==> src/rtl/dim_pkg.sv <==
`timescale 1ns/1ps
package dim_pkg;

   typedef enum logic {
      MODE_SPREAD = 1'b0,
      MODE_ALIGN  = 1'b1
   } dim_mode_e;

   // microseconds -> clock cycles
   function automatic int unsigned us_to_cyc(input int unsigned clk_hz, input int unsigned us);
      return (clk_hz / 1000) * us / 1000;
   endfunction

   // milliseconds -> clock cycles
   function automatic int unsigned ms_to_cyc(input int unsigned clk_hz, input int unsigned ms);
      return (clk_hz / 1000) * ms;
   endfunction

   // counter width able to hold the slowest dimming period, plus one bit of margin
   function automatic int unsigned period_bits(input int unsigned clk_hz, input int unsigned min_hz);
      return $clog2(clk_hz / min_hz) + 1;
   endfunction

endpackage

==> src/rtl/dim_sync.sv <==
`timescale 1ns/1ps
module dim_sync #(
   parameter int STAGES = 2
) (
   input  logic clk,
   input  logic rst_n,
   input  logic d,
   output logic q
);
   logic [STAGES-1:0] stg;

   for (genvar i = 0; i < STAGES; i++) begin : g_stage
      if (i == 0) begin : g_first
         always_ff @(posedge clk or negedge rst_n) begin
            if (!rst_n) stg[0] <= 1'b0;
            else        stg[0] <= d;
         end
      end else begin : g_next
         always_ff @(posedge clk or negedge rst_n) begin
            if (!rst_n) stg[i] <= 1'b0;
            else        stg[i] <= stg[i-1];
         end
      end
   end

   assign q = stg[STAGES-1];
endmodule

==> src/rtl/dim_shaper.sv <==
`timescale 1ns/1ps
module dim_shaper #(
   parameter int MIN_CYC   = 5,
   parameter int STUCK_CYC = 25000
) (
   input  logic clk,
   input  logic rst_n,
   input  logic din_s,
   output logic rise_o,
   output logic en_o,
   output logic forced_o
);
   localparam int HW = $clog2(MIN_CYC + 1);
   localparam int SW = $clog2(STUCK_CYC + 1);
   localparam logic [HW-1:0] HOLD_INIT = HW'(MIN_CYC - 1);
   localparam logic [HW-1:0] HOLD_MAX  = HW'(MIN_CYC);
   localparam logic [SW-1:0] STUCK_MAX = SW'(STUCK_CYC);
   localparam logic [SW-1:0] STUCK_LIM = SW'(STUCK_CYC - 1);

   logic          din_d;
   logic [HW-1:0] hold_q;
   logic [SW-1:0] high_q;
   logic          en_q;
   logic          forced_q;

   assign rise_o   = din_s & ~din_d;
   assign en_o     = en_q;
   assign forced_o = forced_q;

   // stretch counter: remaining cycles the enable must stay high past the first
   always_ff @(posedge clk or negedge rst_n) begin
      if (!rst_n) begin
         din_d  <= 1'b0;
         hold_q <= '0;
         en_q   <= 1'b0;
      end else begin
         din_d <= din_s;
         if (rise_o)              hold_q <= HOLD_INIT;
         else if (hold_q != '0)   hold_q <= hold_q - 1'b1;
         en_q <= din_s | (hold_q != '0);
      end
   end

   // stuck-high detector
   always_ff @(posedge clk or negedge rst_n) begin
      if (!rst_n) begin
         high_q   <= '0;
         forced_q <= 1'b0;
      end else begin
         if (!din_s)                  high_q <= '0;
         else if (high_q != STUCK_MAX) high_q <= high_q + 1'b1;
         forced_q <= din_s & (high_q >= STUCK_LIM);
      end
   end

   // run length of the enable, kept only for the width check
   logic [HW-1:0] run_q;
   always_ff @(posedge clk or negedge rst_n) begin
      if (!rst_n)                 run_q <= '0;
      else if (!en_q)             run_q <= '0;
      else if (run_q != HOLD_MAX) run_q <= run_q + 1'b1;
   end

   assert_min_width_R4: assert property (@(posedge clk) disable iff (!rst_n)
      $fell(en_q) |-> ($past(run_q) >= HOLD_INIT));

   assert_forced_high_R6: assert property (@(posedge clk) disable iff (!rst_n)
      forced_q |-> en_q);
endmodule

==> src/rtl/dim_period_meter.sv <==
`timescale 1ns/1ps
module dim_period_meter #(
   parameter int PER_W = 16
) (
   input  logic             clk,
   input  logic             rst_n,
   input  logic             rise,
   input  logic             clear,
   output logic [PER_W-1:0] half_o,
   output logic             valid_o
);
   localparam logic [PER_W-1:0] CNT_MAX = '1;
   localparam logic [PER_W-1:0] MIN_PER = PER_W'(4);

   logic [PER_W-1:0] cnt_q;
   logic [PER_W-1:0] half_q;
   logic             seen_q;
   logic             valid_q;

   assign half_o  = half_q;
   assign valid_o = valid_q;

   always_ff @(posedge clk or negedge rst_n) begin
      if (!rst_n) begin
         cnt_q   <= '0;
         half_q  <= '0;
         seen_q  <= 1'b0;
         valid_q <= 1'b0;
      end else if (clear) begin
         cnt_q   <= '0;
         seen_q  <= 1'b0;
         valid_q <= 1'b0;
      end else if (rise) begin
         if (seen_q) begin
            half_q  <= {1'b0, cnt_q[PER_W-1:1]};
            valid_q <= (cnt_q >= MIN_PER);
         end
         seen_q <= 1'b1;
         cnt_q  <= PER_W'(1);
      end else if (cnt_q != CNT_MAX) begin
         cnt_q <= cnt_q + 1'b1;
      end
   end

   assert_valid_after_rise_R5: assert property (@(posedge clk) disable iff (!rst_n)
      $rose(valid_q) |-> $past(rise));
endmodule

==> src/rtl/dim_phase_delay.sv <==
`timescale 1ns/1ps
module dim_phase_delay #(
   parameter int PER_W = 16,
   parameter int DEPTH = 4
) (
   input  logic             clk,
   input  logic             rst_n,
   input  logic             active,
   input  logic             ch1,
   input  logic [PER_W-1:0] half,
   output logic             lvl_o
);
   localparam int AW = $clog2(DEPTH);
   localparam logic [AW:0] FULL = (AW+1)'(DEPTH);

   logic [PER_W-1:0] due_q [DEPTH];
   logic             val_q [DEPTH];
   logic [AW-1:0]    wr_q, rd_q;
   logic [AW:0]      cnt_q;
   logic [PER_W-1:0] now_q;
   logic             prev_q;
   logic             lvl_q;
   logic             push, pop;

   assign push  = active & (ch1 != prev_q) & (cnt_q != FULL);
   assign pop   = active & (cnt_q != '0) & (due_q[rd_q] == now_q);
   assign lvl_o = lvl_q;

   always_ff @(posedge clk) begin
      if (push) begin
         due_q[wr_q] <= now_q + half - PER_W'(1);
         val_q[wr_q] <= ch1;
      end
   end

   always_ff @(posedge clk or negedge rst_n) begin
      if (!rst_n) begin
         now_q  <= '0;
         prev_q <= 1'b0;
         lvl_q  <= 1'b0;
         wr_q   <= '0;
         rd_q   <= '0;
         cnt_q  <= '0;
      end else begin
         now_q  <= now_q + 1'b1;
         prev_q <= ch1;
         if (!active) begin
            lvl_q <= ch1;
            wr_q  <= '0;
            rd_q  <= '0;
            cnt_q <= '0;
         end else begin
            if (push) wr_q <= wr_q + 1'b1;
            if (pop) begin
               lvl_q <= val_q[rd_q];
               rd_q  <= rd_q + 1'b1;
            end
            unique case ({push, pop})
               2'b10:   cnt_q <= cnt_q + 1'b1;
               2'b01:   cnt_q <= cnt_q - 1'b1;
               default: cnt_q <= cnt_q;
            endcase
         end
      end
   end

   assert_queue_bound_R3: assert property (@(posedge clk) disable iff (!rst_n)
      cnt_q <= FULL);

   assert_idle_empty_R3: assert property (@(posedge clk) disable iff (!rst_n)
      !active |=> (cnt_q == '0));
endmodule

==> src/rtl/dual_dim_phase.sv <==
`timescale 1ns/1ps
module dual_dim_phase
   import dim_pkg::*;
#(
   parameter int unsigned CLK_HZ       = 50_000_000,
   parameter int unsigned MIN_PULSE_US = 5,
   parameter int unsigned STUCK_MS     = 25,
   parameter int unsigned MIN_DIM_HZ   = 100,
   parameter int          SYNC_STAGES  = 2,
   parameter int          EDGE_DEPTH   = 4
) (
   input  logic clk,
   input  logic rst_n,
   input  logic dim_in,
   input  logic align_sel,
   output logic ch1_en,
   output logic ch2_en,
   output logic sync_out
);
   localparam int MIN_CYC   = int'(us_to_cyc(CLK_HZ, MIN_PULSE_US));
   localparam int STUCK_CYC = int'(ms_to_cyc(CLK_HZ, STUCK_MS));
   localparam int PER_W     = int'(period_bits(CLK_HZ, MIN_DIM_HZ));

   if (MIN_CYC < 1) begin : g_bad_min
      $error("minimum pulse rounds to zero cycles");
   end
   if (STUCK_CYC <= MIN_CYC) begin : g_bad_stuck
      $error("stuck-high limit must exceed the minimum pulse");
   end
   if (SYNC_STAGES < 2) begin : g_bad_sync
      $error("at least two synchronizer stages are needed");
   end
   if (EDGE_DEPTH < 2 || (EDGE_DEPTH & (EDGE_DEPTH - 1)) != 0) begin : g_bad_depth
      $error("edge queue depth must be a power of two, at least 2");
   end

   logic            din_s, sel_s;
   logic            rise, en1, forced;
   logic [PER_W-1:0] half;
   logic            valid, lvl, active;
   dim_mode_e       mode;

   dim_sync #(.STAGES(SYNC_STAGES)) u_sync_dim (
      .clk(clk), .rst_n(rst_n), .d(dim_in), .q(din_s));

   dim_sync #(.STAGES(SYNC_STAGES)) u_sync_sel (
      .clk(clk), .rst_n(rst_n), .d(align_sel), .q(sel_s));

   dim_shaper #(.MIN_CYC(MIN_CYC), .STUCK_CYC(STUCK_CYC)) u_shape (
      .clk(clk), .rst_n(rst_n), .din_s(din_s),
      .rise_o(rise), .en_o(en1), .forced_o(forced));

   dim_period_meter #(.PER_W(PER_W)) u_meter (
      .clk(clk), .rst_n(rst_n), .rise(rise), .clear(forced),
      .half_o(half), .valid_o(valid));

   assign mode   = dim_mode_e'(sel_s);
   assign active = (mode == MODE_SPREAD) & valid & ~forced;

   dim_phase_delay #(.PER_W(PER_W), .DEPTH(EDGE_DEPTH)) u_delay (
      .clk(clk), .rst_n(rst_n), .active(active), .ch1(en1),
      .half(half), .lvl_o(lvl));

   assign ch1_en   = en1;
   assign sync_out = en1;
   assign ch2_en   = forced | (active ? lvl : en1);

   assert_align_R1: assert property (@(posedge clk) disable iff (!rst_n)
      (mode == MODE_ALIGN) |-> (ch2_en == ch1_en));

   assert_forced_both_R6: assert property (@(posedge clk) disable iff (!rst_n)
      forced |-> (ch1_en && ch2_en));
endmodule

==> config.mk <==
export PLATFORM = sky130hd
export DESIGN_NAME = dual_dim_phase
export DESIGN_NICKNAME = d
export VERILOG_FILES = /design/src/rtl/dim_pkg.sv /design/src/rtl/dim_sync.sv /design/src/rtl/dim_shaper.sv /design/src/rtl/dim_period_meter.sv /design/src/rtl/dim_phase_delay.sv /design/src/rtl/dual_dim_phase.sv
export SDC_FILE = /design/constraint.sdc
export NUM_CORES = 1
export LEC_CHECK = 0
export BUFFER_PORTS_ARGS = -buffer_cell sky130_fd_sc_hd__buf_2
export CORE_MARGIN = 2
export CORE_UTILIZATION = 65
export DETAILED_ROUTE_END_ITERATION = 8
export PLACE_DENSITY = 0.79
export SKIP_CTS_REPAIR_TIMING = 1
export SLEW_MARGIN = 0
export SYNTH_ARGS = -nofsm -noshare
export SYNTH_HDL_FRONTEND = slang
export SYNTH_HIERARCHICAL = 1
export SYNTH_SLANG_ARGS = --single-unit
==> constraint.sdc <==
create_clock -name clk -period 5.2 [get_ports clk]
set_clock_uncertainty 0.1 [all_clocks]
set_input_delay 0.52 -clock clk [delete_from_list [all_inputs] [get_ports clk]]
set_output_delay 0.52 -clock clk [all_outputs]
set_load 0.05 [all_outputs]
==> results of run 1 <==
## layout by cell type (no fill, tap or decap), types with 11 or more instances in the layout
| cell type | Yosys | routed |
|---|---|---|
| and4_1 | 11 | 11 |
| nor3_1 | 16 | 16 |
| ha_1 | 48 | 48 |
| xnor2_1 | 51 | 51 |
| mux4_2 | 20 | 20 |
| nand4_1 | 16 | 16 |
| and3_1 | 17 | 17 |
| mux2i_1 | 14 | 14 |
| mux2_2 | 17 | 17 |
| o21ai_0 | 22 | 22 |
| clkbuf_16 | 0 | 17 |
| xor2_1 | 18 | 18 |
| inv_1 | 93 | 93 |
| nor2_1 | 40 | 40 |
| nand2_1 | 53 | 53 |
| nand3_1 | 35 | 35 |
| a21oi_1 | 34 | 34 |
| dfrtp_1 | 106 | 106 |
| edfxtp_1 | 84 | 84 |
## flip-flops by register name (all words and copies together) (netlist names), 2 cells and up
| name | flops |
|---|---|
| u_delay/due_q | 80 |
| u_shape/high_q | 21 |
| u_delay/now_q | 20 |
| u_meter/cnt_q | 20 |
| u_meter/half_o | 19 |
| u_shape/hold_q | 8 |
| u_delay/val_q | 4 |
| u_delay/cnt_q | 3 |
| u_delay/rd_q | 2 |
| u_delay/wr_q | 2 |
## routing by layer
metal  share of wire, %  up-vias
li1                   -     3063
met1                 43     3307
met5                  0        -
met3                5.1       39
met2                 50      210
met4                2.3        0
## through the flow
stage / util, % / hold slack (ps)
after detailed placement: 67.3 / 245
final: 71.0 / 48.7
after global routing: 71.0 / 66.7
after global placement: 67.3 / 239
after floorplan: - / 124
after CTS: 71.0 / 67.8
## cell families after synthesis
| family | Yosys count |
|---|---|
| buffers and inverters | 123 |
| AOI/OAI and AO/OA | 115 |
| muxes | 52 |
| and+or+nand+nor | 251 |
| xor gates and xnor gates | 75 |
| adders and majority gates | 50 |
| DFF | 190 |
| other | 1 |
## cell usage after synthesis, drive strengths merged (3+ instances only)
cell and n:
dfrtp 106, inv 93, edfxtp 84, xnor2 56
nand2 54, ha 48, nor2 41, nand3 36
a21oi 34, o21ai 23, mux4 21, nand4 19
nor3 19, xor2 18, and3 17, mux2 17
buf 15, clkbuf 14, mux2i 14, and4 12
a211oi 10, nand2b 9, nor4 9, or3 8
a31oi 7, o211ai 7, and2 6, nor2b 5
a2111o 4, a21o 4, a41o 4, and4bb 4
o21bai 4, a311oi 3, o31a 3, or2 3
## worst max-delay path, cell delays in order (launching register included)
cell and delay, ps:
dfrtp_1 460, buf_4 400, mux4_1 660, xnor2_1 270, nand4_2 160, nor4_4 440, nand2_4 130, nor2_1 160
fa_1 460, nand2_1 80, nor2_1 40, mux2i_1 170, o211ai_1 120
## power breakdown
group	internal [mW]	total [mW]	switching, mW
clock	0.646	1.24	0.599
combinational	0.132	0.377	0.245
sequential	1.66	1.72	0.0620
## worst paths after layout
path | endpoint | depth (start not counted)
min in group clk | u_sync_dim/stg[0] | 1
min | u_shape/high_q[2] | 1
max | u_delay/cnt_q[1] | 12
max in group asynchronous | u_delay/wr_q[1] | 2
min reg2reg | u_sync_dim/q | 0
max reg2reg | u_delay/cnt_q[1] | 12
## area by class of cell
class / instances / area [um^2]
inverters: 94 / 353
repair buffers: 9 / 55.1
fillers: 1022 / 4420
flip-flops and latches: 190 / 5170
clock buffers: 19 / 443
well taps: 188 / 235
multi-input cells: 544 / 4410
clock inverters: 13 / 120
==> flow_metrics.env, run 1 <==
export IMPL_cts_tree="built"
export IMPL_r2r_slack_ps=1400
export IMPL_leakagePower_nw=4.51
export IMPL_synth_top_family_by_area="simple AND/OR/NAND/NOR gates"
export IMPL_grt_use_met1_pct=36.6
export IMPL_finalWorstSetupSlack_ps=1400
export IMPL_async_reset_ff_share_pct=55.8
export IMPL_avgSynthCellArea_um2=11.8
export IMPL_core_area_mm2=0.0152
export IMPL_dieArea_mm2=0.0166
export IMPL_ant_nets=0
export IMPL_syn_inst=857
export IMPL_slew_headroom_pct=20.4
export IMPL_powerDensity_mw_per_mm2=310
export IMPL_fin_setup_tns_ps=0
export IMPL_irDropWorstVdd_uv=337
export IMPL_htree_num_levels=4
export IMPL_placed_cell_area_mm2=0.0102
export IMPL_start_kind="flip-flop"
export IMPL_ys_types=79
export IMPL_place_inst=1025
export IMPL_min_path_type="in2async"
export IMPL_synthAdderAreaFrac_pct=6.34
export IMPL_grt_pass1_wl_um=34800
export IMPL_area_delta_synth_final_pct=6.68
export IMPL_numCtsBuffers=17
export IMPL_grt_use_total_pct=27.6
export IMPL_num_io_pins=7
export IMPL_port_buffers=6
export IMPL_stdcell_area_mm2=0.0108
export IMPL_die_y_um=129
export IMPL_synth_nets=911
export IMPL_synth_flop_cell="dfrtp_1"
export IMPL_finalMaxSlewViolations=0
export IMPL_fin_crit_ps=3800
export IMPL_clock_sinks=190
export IMPL_drt_iter0_drc=468
export IMPL_synth_xor_area_share_pct=7.00
export IMPL_seq_area_frac_synth_pct=51.2
export IMPL_synth_area_top_cells="dfrtp_1 26%, edfxtp_1 25%, ha_1 5.9%"
export IMPL_use_met3_pct=6.03
export IMPL_fp_dieW_um=129
export IMPL_power_mw=3.35
export IMPL_grtUsageMet2_pct=45.5
export IMPL_synth_compound_area_share_pct=7.55
export IMPL_dpl_hpwl_um=14700
export IMPL_yosysTopAreaCell="dfrtp_1"
export IMPL_dp_slack_ps=1390
export IMPL_cp_data_required_time_ps=5400
export IMPL_critPathLaunch="u_delay/rd_q[0]"
export IMPL_worst_pin_slew_ps=1190
export IMPL_finalSetupViolCount=0
export IMPL_grt_pass1_vias=6685
export IMPL_antenna_found_initial=0
export IMPL_fin_crit_sh_pct=73.2
export IMPL_synth_edff_count=84
export IMPL_drive_above_1_share_pct=12.5
export IMPL_crit_arrival_ps=4010
export IMPL_synth_seq_cells=190
export IMPL_crit_path_end_kind="flip-flop"
export IMPL_antenna_diode_count=0
export IMPL_clkTransAtPathRegs_ps=70
export IMPL_hold_violations=0
export IMPL_busiest_layer="met2"
export IMPL_rsz0062_at_grt="false"
export IMPL_firstDrtPassIters=5
export IMPL_rows=45
export IMPL_clockBufferDepth=2
export IMPL_insertion_delay_ps=430
export IMPL_wirelength_um=21100
export IMPL_gp_congestion=0.927
export IMPL_max_freq_mhz=263
export IMPL_drt_wirelength_per_cell_um=20.0
export IMPL_synth_mux_area_share_pct=7.99
export IMPL_cp_max_fo=22
export IMPL_synth_simple_gate_area_share_pct=14.7
export IMPL_initial_utilization_pct=66.5
export IMPL_cts_root_buffer="clkbuf_16"
export IMPL_fin_cells=1057
export IMPL_nets=910
export IMPL_r2r_start="u_delay/rd_q[0]"
export IMPL_via_per_inst=6.26
export IMPL_overflow=0
export IMPL_netlist_area_leader_share_pct=26.2
export IMPL_vias=6619
export IMPL_grt_start_max_net_pins=60
export IMPL_yosys_warnings=6
export IMPL_max_cap_violations=0
export IMPL_syn_area_mm2=0.0101
export IMPL_outcome="completed"
export IMPL_drcViolationCount=0
export IMPL_worstSetupPathType="reg2reg"
No activity file was read; power rests on OpenSTA's default activity.
==> inputs of run 2 (changes only) <==
Settings changed: ABC_AREA from default to 1, CORE_UTILIZATION 65 to 58, PLACE_DENSITY 0.79 to 0.75.
Clock period 5.2 ns to 3.4 ns, I/O delays scaled along.
==> run 2 against run 1 <==
Effect of this change:
- sequential power is 53% higher
- cell count increased by 46%
- non-clock buffer count up 10
- via count is 27% higher
- synthesized cell count grew 50%
- clock power is 70% higher
- fmax up 27%
- power up 61%
- synthesized area is 6.6% higher
- largest power group unchanged
==> flow_metrics.env, run 2 <==
export IMPL_min_path_type="reg2reg"
export IMPL_synth_simple_gate_area_share_pct=29.1
export IMPL_via_per_inst=5.43
export IMPL_syn_area_mm2=0.0108
export IMPL_synth_mux_area_share_pct=0
export IMPL_dieArea_mm2=0.0197
export IMPL_p_clk_share_pct=39.1
export IMPL_clock_sinks=190
export IMPL_ant_nets=0
export IMPL_grt_pass1_wl_um=40000
export IMPL_num_io_pins=7
export IMPL_insertion_delay_ps=440
export IMPL_fin_setup_tns_ps=0
export IMPL_die_y_um=140
export IMPL_outcome="completed"
export IMPL_gp_congestion=0.936
export IMPL_worst_pin_slew_ps=761
export IMPL_syn_inst=1286
export IMPL_netlist_area_leader_share_pct=24.6
export IMPL_drt_wirelength_per_cell_um=15.6
export IMPL_finalSetupViolCount=0
export IMPL_avgSynthCellArea_um2=8.38
export IMPL_fin_crit_ps=2990
export IMPL_synth_compound_area_share_pct=5.36
export IMPL_grt_use_total_pct=26.0
export IMPL_reg_top3="u_delay/due_q x80, u_shape/high_q x21"
export IMPL_power_switching_mw=1.41
export IMPL_yosys_warnings=6
export IMPL_seq_area_frac_synth_pct=48.0
export IMPL_mostFrequentLayoutCells="348 x nand2_1, 169 x inv_1, 122 x nand3_1, 106 x dfrtp_1, 101 x nor2_1"
export IMPL_grt_pass1_vias=8019
export IMPL_hold_violations=0
export IMPL_rows=49
export IMPL_r2r_end="u_delay/due_q[3][16]"
export IMPL_numCtsBuffers=17
export IMPL_irDropWorstVdd_uv=362
export IMPL_layout_commonest_cell="nand2_1"
export IMPL_largest_reg_flops=80
export IMPL_initial_utilization_pct=59.6
export IMPL_crit_arrival_ps=3050
export IMPL_firstDrtPassIters=5
export IMPL_synth_nets=1340
export IMPL_holdWs_ps=249
export IMPL_max_cap_violations=0
export IMPL_area_delta_synth_final_pct=8.54
export IMPL_synth_edff_count=84
export IMPL_cts_root_buffer="clkbuf_16"
export IMPL_synth_seq_cells=190
export IMPL_cp_data_required_time_ps=3470
export IMPL_cp_max_fo=6
export IMPL_wirelength_um=24100
export IMPL_synth_xor_area_share_pct=3.58
export IMPL_holdPathEnd="u_sync_sel/q"
export IMPL_slowest_stage="dfrtp_1"
export IMPL_antenna_diode_count=0
export IMPL_synth_area_top_cells="dfrtp_1 25%, edfxtp_1 23%, nand2_1 12%"
export IMPL_rr_worst_depth=11
export IMPL_p_int_mw=3.98
export IMPL_ys_top_cells_by_count="348 x nand2_1, 169 x inv_1, 122 x nand3_1, 106 x dfrtp_1, 105 x nor2_1"
export IMPL_r2r_slack_ps=410
export IMPL_synthAdderAreaFrac_pct=5.94
export IMPL_core_area_mm2=0.0181
export IMPL_power_switching_share_pct=26.1
export IMPL_p_seq_share_pct=49.1
export IMPL_max_freq_mhz=335
export IMPL_hp_start="u_sync_sel/stg[0]"
export IMPL_fin_cells=1543
export IMPL_synth_most_common_cell="nand2_1"
export IMPL_leakagePower_nw=5.23
export IMPL_powerDensity_mw_per_mm2=460
export IMPL_dpl_hpwl_um=17500
export IMPL_hold_path_depth=0
export IMPL_fp_dieW_um=140
export IMPL_drive_above_1_share_pct=10.2
export IMPL_r2r_start="u_delay/now_q[3]"
export IMPL_vias=8385
export IMPL_crit_path_end_kind="flip-flop"
export IMPL_p_comb_share_pct=11.8
export IMPL_drcViolationCount=0
export IMPL_synth_top_family_by_area="simple AND/OR/NAND/NOR gates"
export IMPL_path_cells="inv_1 > ha_1 > inv_1 > ha_1 > a21oi_1 > o21ai_1 > a21oi_1 > o21ai_1 > a21oi_1 > o21ai_1 > xor2_1"
export IMPL_clkTransAtPathRegs_ps=70
export IMPL_yosysTopAreaCell="dfrtp_1"
export IMPL_start_kind="flip-flop"
export IMPL_overflow=0
export IMPL_fin_crit_sh_pct=87.8
export IMPL_grt_start_max_net_pins=56
export IMPL_cts_tree="built"
export IMPL_cpPeakStageDelay_ps=440
export IMPL_finalMaxSlewViolations=0
export IMPL_clockBufferDepth=2
export IMPL_htree_num_levels=4
export IMPL_worstSetupPathType="reg2reg"
export IMPL_async_reset_ff_share_pct=55.8
export IMPL_ys_types=46
export IMPL_synth_flop_cell="dfrtp_1"
export IMPL_rsz0062_at_grt="false"
export IMPL_slew_headroom_pct=49.2
export IMPL_place_inst=1508
export IMPL_antenna_found_initial=0
export IMPL_nets=1355
export IMPL_port_buffers=6
export IMPL_top_register="u_delay/due_q"
export IMPL_drt_iter0_drc=554
run 2: metal layers:
metal  track usage, %  wire length (um)
met2             40.7             10900
met1             36.7             11100
met3             3.83              1330
met4             10.4               728
met5                0                 0
run 2: cell type report:
cell class | instances | area, um^2
Clock buffer | 20 | 460
Clock inverter | 12 | 165
Fill cell | 1500 | 6390
Inverter | 183 | 694
Multi-Input combinational cell | 890 | 4750
Sequential cell | 190 | 5170
Tap cell | 229 | 287
Timing Repair Buffer | 19 | 163
run 2: logic make-up (layout without fill, tap and decap cells):
family	Yosys count	in the layout
AND/OR/NAND/NOR	683	683
buffers and inverters	206	234
flip-flops	190	190
AO/OA/AOI/OAI	112	112
adder cells (fa/ha/maj)	50	50
XOR/XNOR	44	44
other	1	1
run 2: critical path: cells and delay by family, from the launching register on:
family | cells | cell delay (ps)
AO/OA/AOI/OAI | 6 | 1130
adder cells (fa/ha/maj) | 2 | 670
flip-flops | 1 | 440
buffers and inverters | 2 | 200
XOR/XNOR | 1 | 180
run 2: through the flow:
stage                     setup slack (ps)  area [um^2]  utilization (%)  power (mW)
after floorplan                        821        10800                -        3.11
after global placement                 629        11000             61.1        3.29
after detailed placement               477        11000             61.1        3.31
after CTS                              465        11700             64.5        5.41
after global routing                   185        11700             64.7        5.62
final                                  413        11700             64.7        5.38
run 2: power by group through the flow:
stage	clock [mW]	sequential [mW]	combinational, mW
3_3_place_gp	0	2.68	0.606
3_5_place_dp	0	2.69	0.626
4_1_cts	2.14	2.64	0.627
5_1_grt	2.24	2.66	0.723
6_report	2.11	2.64	0.632
2_1_floorplan	0	2.66	0.451
run 2: worst max-delay path by stage:
stage,start,end,slack (ps),depth (start not counted)
floorplan,u_delay/now_q[3],u_delay/due_q[0][16],820,11
global placement,u_delay/now_q[3],u_delay/due_q[2][16],630,11
detailed placement,u_delay/now_q[3],u_delay/due_q[2][16],480,11
CTS,u_delay/now_q[3],u_delay/due_q[3][16],460,11
global route,u_delay/now_q[3],u_delay/due_q[3][16],180,11
finish,u_delay/now_q[3],u_delay/due_q[3][16],410,11
==> inputs of run 3 (changes only) <==
Settings changed: ABC_AREA 1 to default, SLEW_MARGIN 0 to 5.
==> run 3 against run 2 <==
Effect of this change:
- hold slack better by 3.6 ps
- non-clock buffer count increased by 14
- wire length fell by 17%
- global-route usage fell by 3.0 points
- largest cell class unchanged
- largest power group unchanged
- highest routed layer unchanged
==> flow_metrics.env, run 3 (synthesis gave the netlist of run 1 again) <==
export IMPL_outcome="completed"
export IMPL_grt_start_max_net_pins=49
export IMPL_hp_start="u_sync_dim/stg[0]"
export IMPL_drt_iter0_drc=315
export IMPL_r2r_start="u_delay/rd_q[0]"
export IMPL_max_cap_violations=0
export IMPL_powerDensity_mw_per_mm2=465
export IMPL_dpl_hpwl_um=14100
export IMPL_fin_crit_ps=3290
export IMPL_dp_slack_ps=3.59
export IMPL_hold_violations=0
export IMPL_top_register="u_delay/due_q"
export IMPL_grt_pass1_vias=6296
export IMPL_power_mw=5.19
export IMPL_postLayoutCoreUtil_pct=65.0
export IMPL_grt_pass1_wl_um=32300
export IMPL_finalSetupViolCount=0
export IMPL_rows=48
export IMPL_critPathLaunch="u_delay/rd_q[0]"
export IMPL_port_buffers=6
export IMPL_rr_worst_depth=11
export IMPL_numCtsBuffers=17
export IMPL_fillers=1315
export IMPL_reg_top3="u_delay/due_q x80, u_shape/high_q x21"
export IMPL_overflow=0
export IMPL_wirelength_um=19900
export IMPL_area_delta_synth_final_pct=10.4
export IMPL_largest_reg_flops=80
export IMPL_num_io_pins=7
export IMPL_initial_utilization_pct=58.9
export IMPL_clockBufferDepth=2
export IMPL_slew_headroom_pct=56.2
export IMPL_clkTransAtPathRegs_ps=80
export IMPL_die_y_um=136
export IMPL_clock_sinks=190
export IMPL_worst_pin_slew_ps=656
export IMPL_finalWorstSetupSlack_ps=107
export IMPL_gp_congestion=0.837
export IMPL_grt_use_total_pct=22.9
export IMPL_ant_nets=0
export IMPL_max_freq_mhz=304
export IMPL_drcViolationCount=0
export IMPL_worstSetupPathType="reg2reg"
export IMPL_antenna_found_initial=0
export IMPL_r2r_slack_ps=110
export IMPL_mostFrequentLayoutCells="104 x dfrtp_1, 93 x inv_1, 84 x edfxtp_1, 53 x nand2_1, 48 x ha_1"
export IMPL_via_per_inst=5.79
export IMPL_dieArea_mm2=0.0185
export IMPL_insertion_delay_ps=440
export IMPL_cts_tree="built"
export IMPL_cts_root_buffer="clkbuf_16"
export IMPL_irDropWorstVdd_uv=395
export IMPL_cp_data_required_time_ps=3670
export IMPL_drt_wirelength_per_cell_um=17.8
export IMPL_leakagePower_nw=4.71
export IMPL_finalMaxSlewViolations=0
export IMPL_layout_commonest_cell="dfrtp_1"
export IMPL_antenna_diode_count=0
export IMPL_drive_above_1_share_pct=16.0
export IMPL_crit_arrival_ps=3570
export IMPL_nets=934
export IMPL_firstDrtPassIters=5
export IMPL_seqCellArea_mm2=0.00518
export IMPL_start_kind="flip-flop"
export IMPL_core_area_mm2=0.0172
export IMPL_vias=6470
export IMPL_fp_dieW_um=136
export IMPL_fin_crit_sh_pct=96.9
export IMPL_min_path_type="reg2reg"
export IMPL_r2r_end="u_delay/cnt_q[2]"
export IMPL_multi_input_area_mm2=0.00447
export IMPL_htree_num_levels=4
export IMPL_rsz0062_at_grt="false"
export IMPL_crit_path_end_kind="flip-flop"
export IMPL_worstSetupEndpoint="u_delay/cnt_q[2]"
export IMPL_cp_max_fo=9
## run 3: cell count changes in the layout (fill, tap and decap cells not counted), sizes merged, moves of 21 or more
cell	delta
o21ai	-42
xnor2	+47
mux4	+21
nor2	-93
nand3	-95
nand2	-313
inv	-86
## run 3: through the flow
stage	cell area (um^2)	std cells	setup TNS (ps)	hold slack (ps)
after global routing	11200	1118	0	255
final	11200	1118	0	252
after detailed placement	10400	1078	0	240
after global placement	10400	1078	0	236
after CTS	11000	1110	-174	-168
after floorplan	10100	857	0	-55.6
## run 3: worst min-delay path by stage
stage                       end  slack (ps)  cells after the start
6_report           u_sync_dim/q         250                      0
5_1_grt            u_sync_dim/q         260                      0
4_1_cts         u_delay/wr_q[0]        -170                      1
3_3_place_gp       u_sync_dim/q         240                      0
3_5_place_dp       u_sync_dim/q         240                      0
2_1_floorplan  u_delay/cnt_q[0]         -60                      0
## run 3: layout make-up
class	instances	share of cell area (%)
sequential	190	46.4
multi-input combinational	544	40.0
clock buffer	17	3.81
inverter	94	3.16
timing repair buffer	33	2.55
tap	225	2.52
clock inverter	15	1.55
## run 3: worst max-delay path, cell delays in order (launching register included)
cell and delay [ps]:
dfrtp_2 420, buf_12 160, mux4_2 560, xnor2_2 190, nand4_1 170, nor4_4 410
nand2_4 120, nor2_2 140, fa_1 200, and4bb_1 220, o21ai_0 290, and3b_1 240
## run 3: power by group
group	switching [mW]	total, mW	internal [mW]
Clock	0.901	2.01	1.11
Combinational	0.343	0.545	0.203
Sequential	0.0910	2.63	2.54
Total	1.33	5.19	3.85
## run 3: layer usage
layer	vias up	share of wire (%)	wire length, um	GRT usage (%)
met1	3190	45	8960	30.9
met5	-	0	0	0
met4	0	1.5	303	6.13
li1	3121	-	-	-
met3	30	3.8	766	4.03
met2	129	50	9880	38.6
